--- src/rtl/seqdet_pkg.sv ---
package seqdet_pkg;
  localparam int STATE_W = 3;

  typedef enum logic [STATE_W-1:0] {
    ST_IDLE  = 3'd0,
    ST_Z     = 3'd1,
    ST_ZO    = 3'd2,
    ST_HIT   = 3'd3,
    ST_O     = 3'd4,
    ST_OZ    = 3'd5,
    ST_HALT  = 3'd6
  } seq_state_t;
endpackage

--- src/rtl/seqdet_next.sv ---
module seqdet_next
  import seqdet_pkg::*;
(
  input  seq_state_t cur,
  input  logic       din,
  output seq_state_t nxt
);
  always_comb begin
    unique case (cur)
      ST_IDLE: nxt = din ? ST_O  : ST_Z;
      ST_Z:    nxt = din ? ST_ZO : ST_Z;
      ST_ZO:   nxt = din ? ST_O  : ST_HIT;
      ST_HIT:  nxt = din ? ST_ZO : ST_HALT;
      ST_O:    nxt = din ? ST_O  : ST_OZ;
      ST_OZ:   nxt = din ? ST_ZO : ST_HALT;
      default: nxt = ST_HALT;
    endcase
  end
endmodule

--- src/rtl/seqdet_state_reg.sv ---
module seqdet_state_reg
  import seqdet_pkg::*;
(
  input  logic       clk,
  input  logic       rst,
  input  logic       step,
  input  seq_state_t d,
  output seq_state_t q
);
  always_ff @(posedge clk) begin
    if (rst)       q <= ST_IDLE;
    else if (step) q <= d;
  end
endmodule

--- src/rtl/seqdet_out.sv ---
module seqdet_out
  import seqdet_pkg::*;
(
  input  seq_state_t cur,
  output logic       hit,
  output logic [STATE_W-1:0] code
);
  assign hit  = (cur == ST_HIT);
  assign code = STATE_W'(cur);
endmodule

--- src/rtl/seqdet_lockout.sv ---
module seqdet_lockout
  import seqdet_pkg::*;
(
  input  logic               clk,
  input  logic               rst,
  input  logic               bit_valid,
  input  logic               bit_in,
  output logic               detect,
  output logic [2:0]         state_code
);
  seq_state_t cur_st;
  seq_state_t nxt_st;

  seqdet_next u_next (
    .cur (cur_st),
    .din (bit_in),
    .nxt (nxt_st)
  );

  seqdet_state_reg u_reg (
    .clk  (clk),
    .rst  (rst),
    .step (bit_valid),
    .d    (nxt_st),
    .q    (cur_st)
  );

  seqdet_out u_out (
    .cur  (cur_st),
    .hit  (detect),
    .code (state_code)
  );
endmodule

--- config.mk ---
export PLATFORM = sky130hd
export DESIGN_NAME = seqdet_lockout
export DESIGN_NICKNAME = d
export VERILOG_FILES = /design/src/rtl/seqdet_pkg.sv /design/src/rtl/seqdet_next.sv /design/src/rtl/seqdet_state_reg.sv /design/src/rtl/seqdet_out.sv /design/src/rtl/seqdet_lockout.sv
export SDC_FILE = /design/constraint.sdc
export NUM_CORES = 1
export LEC_CHECK = 0
export BUFFER_PORTS_ARGS = -buffer_cell sky130_fd_sc_hd__buf_2
export CORE_AREA = 5 5 42 44
export DETAILED_ROUTE_END_ITERATION = 7
export DIE_AREA = 0 0 47 49
export HOLD_SLACK_MARGIN = 0.06
export SYNTH_ARGS = -nofsm -noshare
export SYNTH_HDL_FRONTEND = slang
export SYNTH_HIERARCHICAL = 1
export SYNTH_SLANG_ARGS = --single-unit
--- constraint.sdc ---
create_clock -name clk -period 1.2 [get_ports clk]
set_clock_uncertainty 0.05 [all_clocks]
set_input_delay 0.24 -clock clk [delete_from_list [all_inputs] [get_ports clk]]
set_output_delay 0.24 -clock clk [all_outputs]
set_load 0.05 [all_outputs]
Word level (Yosys, flattened, before mapping)
Index checks and enable logic that the tools add are counted.
{ "classes": {"reduce_logical": 2, "eq_ne": 5, "mux": 6} }
{ "ops": {"columns": ["operator", "n"], "rows": [
  ["3-bit one-hot mux with 5 select lines", 1],
  ["3-bit two-way mux", 3],
  ["3-bit by 2-bit equality test with 1-bit output, second input constant", 2],
  ["3-bit equality test, second input constant", 2],
  ["3-bit by 1-bit equality test with 1-bit output, second input constant", 1],
  ["3-bit logical NOT", 1],
  ["2-bit two-way mux", 1],
  ["2-bit OR reduction", 1],
  ["1-bit two-way mux", 1]
]} }
{ "word_totals": {"elab_cells": 14, "out_inout_bits": 4, "register_bits": 3} }

Logic depth before layout (Yosys ltp)
{ "depth": {"ltp_word": 3, "ltp_mapped": 5, "depth_no_buf": 5} }

Cells and area by module
The synthesis kept the hierarchy.
{ "modules_own_cells": {"columns": ["module", "seq_area_each_um2", "area_per_inst_um2", "cells_each", "instances"], "rows": [
  ["seqdet_state_reg", 60.1, 101.3, 9, 1],
  ["seqdet_next", 0.0, 55.1, 12, 1],
  ["seqdet_out", 0.0, 31.3, 4, 1]
]} }

Worst setup path before layout
Ideal clock, no wire load.
{ "synth_timing": {"path_kind": "flip-flop to output port", "start": "register u_reg.q[0]", "end": "output detect", "slack_ns": 0.033, "arrival_time_ns": 0.877, "required_time_ns": 0.910, "stages_incl_launch_ff": 2, "path_buffers": 0, "cell_sequence": "dfxtp_1 > and3b_1"} }
{ "synth_between": {"elab_chain_cells": 1} }
{ "synth_rtl": {"columns": ["element", "line_no", "rtl"], "rows": [
  ["start: declaration", "seqdet_state_reg.sv:8", "output seq_state_t q"],
  ["start signal: assignment", "seqdet_state_reg.sv:11", "if (rst) q <= ST_IDLE;"],
  ["start signal: assignment", "seqdet_state_reg.sv:12", "else if (step) q <= d;"],
  ["3-bit by 2-bit equality test with 1-bit output", "seqdet_out.sv:8", "assign hit = (cur == ST_HIT);"],
  ["end: declaration", "seqdet_lockout.sv:8", "output logic detect,"]
]} }
No other way between the ends.

Worst setup path after layout
{ "layout_timing": {"start": "register u_reg.q[2]", "end": "output detect"} }
The elaborated chain is that of the path after synthesis.

==> impl_metrics.csv <==
group,metric,value,unit
grt,pin_count_of_the_biggest_net_entering_global_routing,9,
cells_and_area,antenna_cells,0,
cts,tritoncts_num_sinks,3,
logic_synthesis,synth_cell_type_count,10,
setup_path,critical_path_fanouts_max,7,
logic_synthesis,yosysWarnings,6,
power,p_leak,0.1311,nW
setup_path,worst-endpoint-required,0.91,ns
cts,tritoncts_clock_tree,"built",
cells_and_area,finish.utilization,18.93,%
cells_and_area,area_used_by_multi_input_combinational_logic,105.1,µm²
power,clock_power_share,50.0,%
cts,hold_buffers,0,
run_status,status,"finished with violations",
sta,clock.fmax,810.6,MHz
logic_synthesis,synthesis.area,187.7,µm²
grt,antenna_found_initial,0,
power,power_per_cell_area,1326,nW/µm²
detailed_routing,post_route_antenna_net_violation_count,0,
grt,grt_pass1_vias,153,
placement,numPlacedInstances,46,
sta,max_slew_violation_count,0,
sta,grt_setup_unrepaired,"yes",
setup_path,crit_path_end_kind,"output pin",
sta,report.final.setup_viol,1,
logic_synthesis,synth.yosys.seq_area_share,32.00,%
worst_hold_path,worstHoldPathCells,2,
power,max-vdd-ir-drop,269.6,µV
die,die_width,47,µm
cells_and_area,layout-drive-gt1-share,38.24,%
die,start_util,13.39,%
power,pwr-share-seq,32.4,%
cts,clkSlewWorstSetupHoldPaths,0.04,ns
placement,gp_routability_congestion,0.7543,
placement,port_buffers,7,
grt,first_pass_grt_wire_length,627,µm
detailed_routing,postRouteWirelength,418,µm
detailed_routing,drt_first_iter_violations,2,
cts,ctsHtreeMaxLevel,1,
die,floorplan.die_area,2303,µm²
flow_run,cap_violations,0,
power,netSwitchingPower,0.00009936,W
sta,finalHoldViolCount,0,
sta,timing.final.crit_period,1.234,ns
sta,slew_of_the_pin_with_the_lowest_slew_margin,0.2512,ns
cells_and_area,final_cells,50,
power,total_internal_power,0.0002522,W
cts,clock-root-buffer,"sky130_fd_sc_hd__clkbuf_4",
setup_path,critPathLaunchType,"register",
logic_synthesis,syn_nets,29,
die,row_count,14,
cells_and_area,largest_register_ffs,3,
cells_and_area,num-fill-cells,165,
detailed_routing,via_count,187,
power,power_switching_share,28.26,%
cells_and_area,register_area,65.06,µm²
die,die_height,49,µm
setup_path,critical_path.reg2reg.startpoint,"u_reg/q[2]$_SDFFE_PP0P_",
setup_path,critPathKind,"reg2out",
die,boundaryPins,8,
detailed_routing,route.detailed.wl_per_inst,8.360,µm
worst_hold_path,hold_path_startpoint,"rst",
die,core_outline_area,1401,µm²
grt,globalRouteTotalUtil,4.293,%
setup_path,reg2regPathDepth,5,
sta,layout_setup_ws,-0.03369,ns
cts,cts-buffers-inserted,3,
worst_hold_path,hold_end,"u_reg/q[0]$_SDFFE_PP0P_",
cts,clk_path_buf_depth,2,
detailed_routing,detail_route.first_pass.iterations,4,
cells_and_area,finish.net_count,39,
logic_synthesis,synth-seq-cells,3,
worst_hold_path,hp-class,"in2reg",
setup_path,cp.arrival,0.94,ns
run_status,failed_checks,"negative setup slack",
detailed_routing,remaining_drc_errors,0,
sta,slew_headroom,83.37,%
power,power.share.combinational,17.6,%
cells_and_area,syn2layout_area_growth,41.33,%
grt,globalRoute.totalOverflow,0,
detailed_routing,post_drt_via_cell_ratio,3.740,
logic_synthesis,post_synth_inst_count,25,
power,total_power,0.0003516,W
cts,skew_pair_late_insertion_delay,0.23,ns
logic_synthesis,syn_avg_cell_area,7.507,µm²
setup_path,setup.reg_to_reg.worst_slack,0.07,ns
sta,timing.final.crit_share,102.8,%
cells_and_area,largest-register,"u_reg/q",
cells_and_area,top_regs,"u_reg/q (3)",
setup_path,r2r-end,"u_reg/q[1]$_SDFFE_PP0P_",
what timing repair did:
action / CTS / global route
setup buffers: 0 / 0
gates resized for setup: 5 / 0
pin swaps: 0 / 1
setup endpoints to repair: 3 / 3
layout make-up:
type	instances	share of cell area [%]
Clock buffer	4	9.906
Multi-Input combinational cell	19	39.62
Sequential cell	3	24.53
Tap cell	16	7.547
Timing Repair Buffer	8	18.40
cell usage in the layout (no fill, tap or decap), drive strengths merged:
master	instances
a21oi	3
and3b	1
buf	8
clkbuf	4
dfxtp	3
mux2i	3
nand2	3
nor2	6
nor2b	1
o21ai	1
or2	1
layer usage:
metal | wire length, µm | vias up | track usage, %
li1 | - | 99 | -
met1 | 182 | 80 | 5.044
met2 | 167 | 8 | 4.525
met3 | 68 | 0 | 3.321
met4 | 0 | 0 | 4.147
met5 | 0 | - | 0
critical path, cell delays in order (launching register included):
cell                      delay, ns
sky130_fd_sc_hd__dfxtp_2       0.34
sky130_fd_sc_hd__and3b_1       0.22
sky130_fd_sc_hd__buf_6         0.16
synth_stat cells, drive strengths merged:
master | number | share of area, %
mux2i | 3 | 16
and3b | 1 | 4.7
or2 | 1 | 3.3
o21ai | 1 | 2.7
nor2b | 1 | 3.3
nand2 | 3 | 6.0
buf | 3 | 12
a21oi | 3 | 8.0
dfxtp | 3 | 32
nor2 | 6 | 12
power groups by stage:
stage	Sequential (W)	Clock, W	Combinational, W
2_1_floorplan	0.000114	0	0.0000498
4_1_cts	0.000114	0.000185	0.0000623
3_5_place_dp	0.000116	0	0.0000613
3_3_place_gp	0.000115	0	0.0000604
6_report	0.000114	0.000176	0.0000619
5_1_grt	0.000115	0.000204	0.0000671
worst max path at each step:
stage / startpoint / end / slack, ns / depth (start not counted)
2_1_floorplan: u_reg/q[0]$_SDFFE_PP0P_ / detect / 0.03 / 1
3_3_place_gp: bit_in / u_reg/q[1]$_SDFFE_PP0P_ / 0.05 / 6
3_5_place_dp: u_reg/q[2]$_SDFFE_PP0P_ / u_reg/q[1]$_SDFFE_PP0P_ / 0.04 / 5
4_1_cts: u_reg/q[2]$_SDFFE_PP0P_ / detect / -0.05 / 2
5_1_grt: u_reg/q[2]$_SDFFE_PP0P_ / detect / -0.07 / 2
6_report: u_reg/q[2]$_SDFFE_PP0P_ / detect / -0.03 / 2
cells by family (layout without fill, tap and decap cells):
group / after synthesis / count (layout) / synth area share [%]
simple gates: 12 / 12 / 29.34
flops: 3 / 3 / 32.00
mux: 3 / 3 / 16.00
buf+inv: 3 / 12 / 12.00
compound gates: 4 / 4 / 10.66
metrics by stage:
| step | cell area [µm²] | TNS [ns] | worst slack, ns | hold slack [ns] |
|---|---|---|---|---|
| 6_report | 265.3 | -0.03369 | -0.03369 | 0.1495 |
| 4_1_cts | 265.3 | -0.04699 | -0.04699 | 0.1468 |
| 2_1_floorplan | 187.7 | 0 | 0.03335 | 0.2624 |
| 5_1_grt | 265.3 | -0.09885 | -0.06788 | 0.1616 |
| 3_3_place_gp | 227.7 | 0 | 0.05157 | 0.3853 |
| 3_5_place_dp | 227.7 | 0 | 0.04070 | 0.3961 |
(Power assumes the default switching activity.)
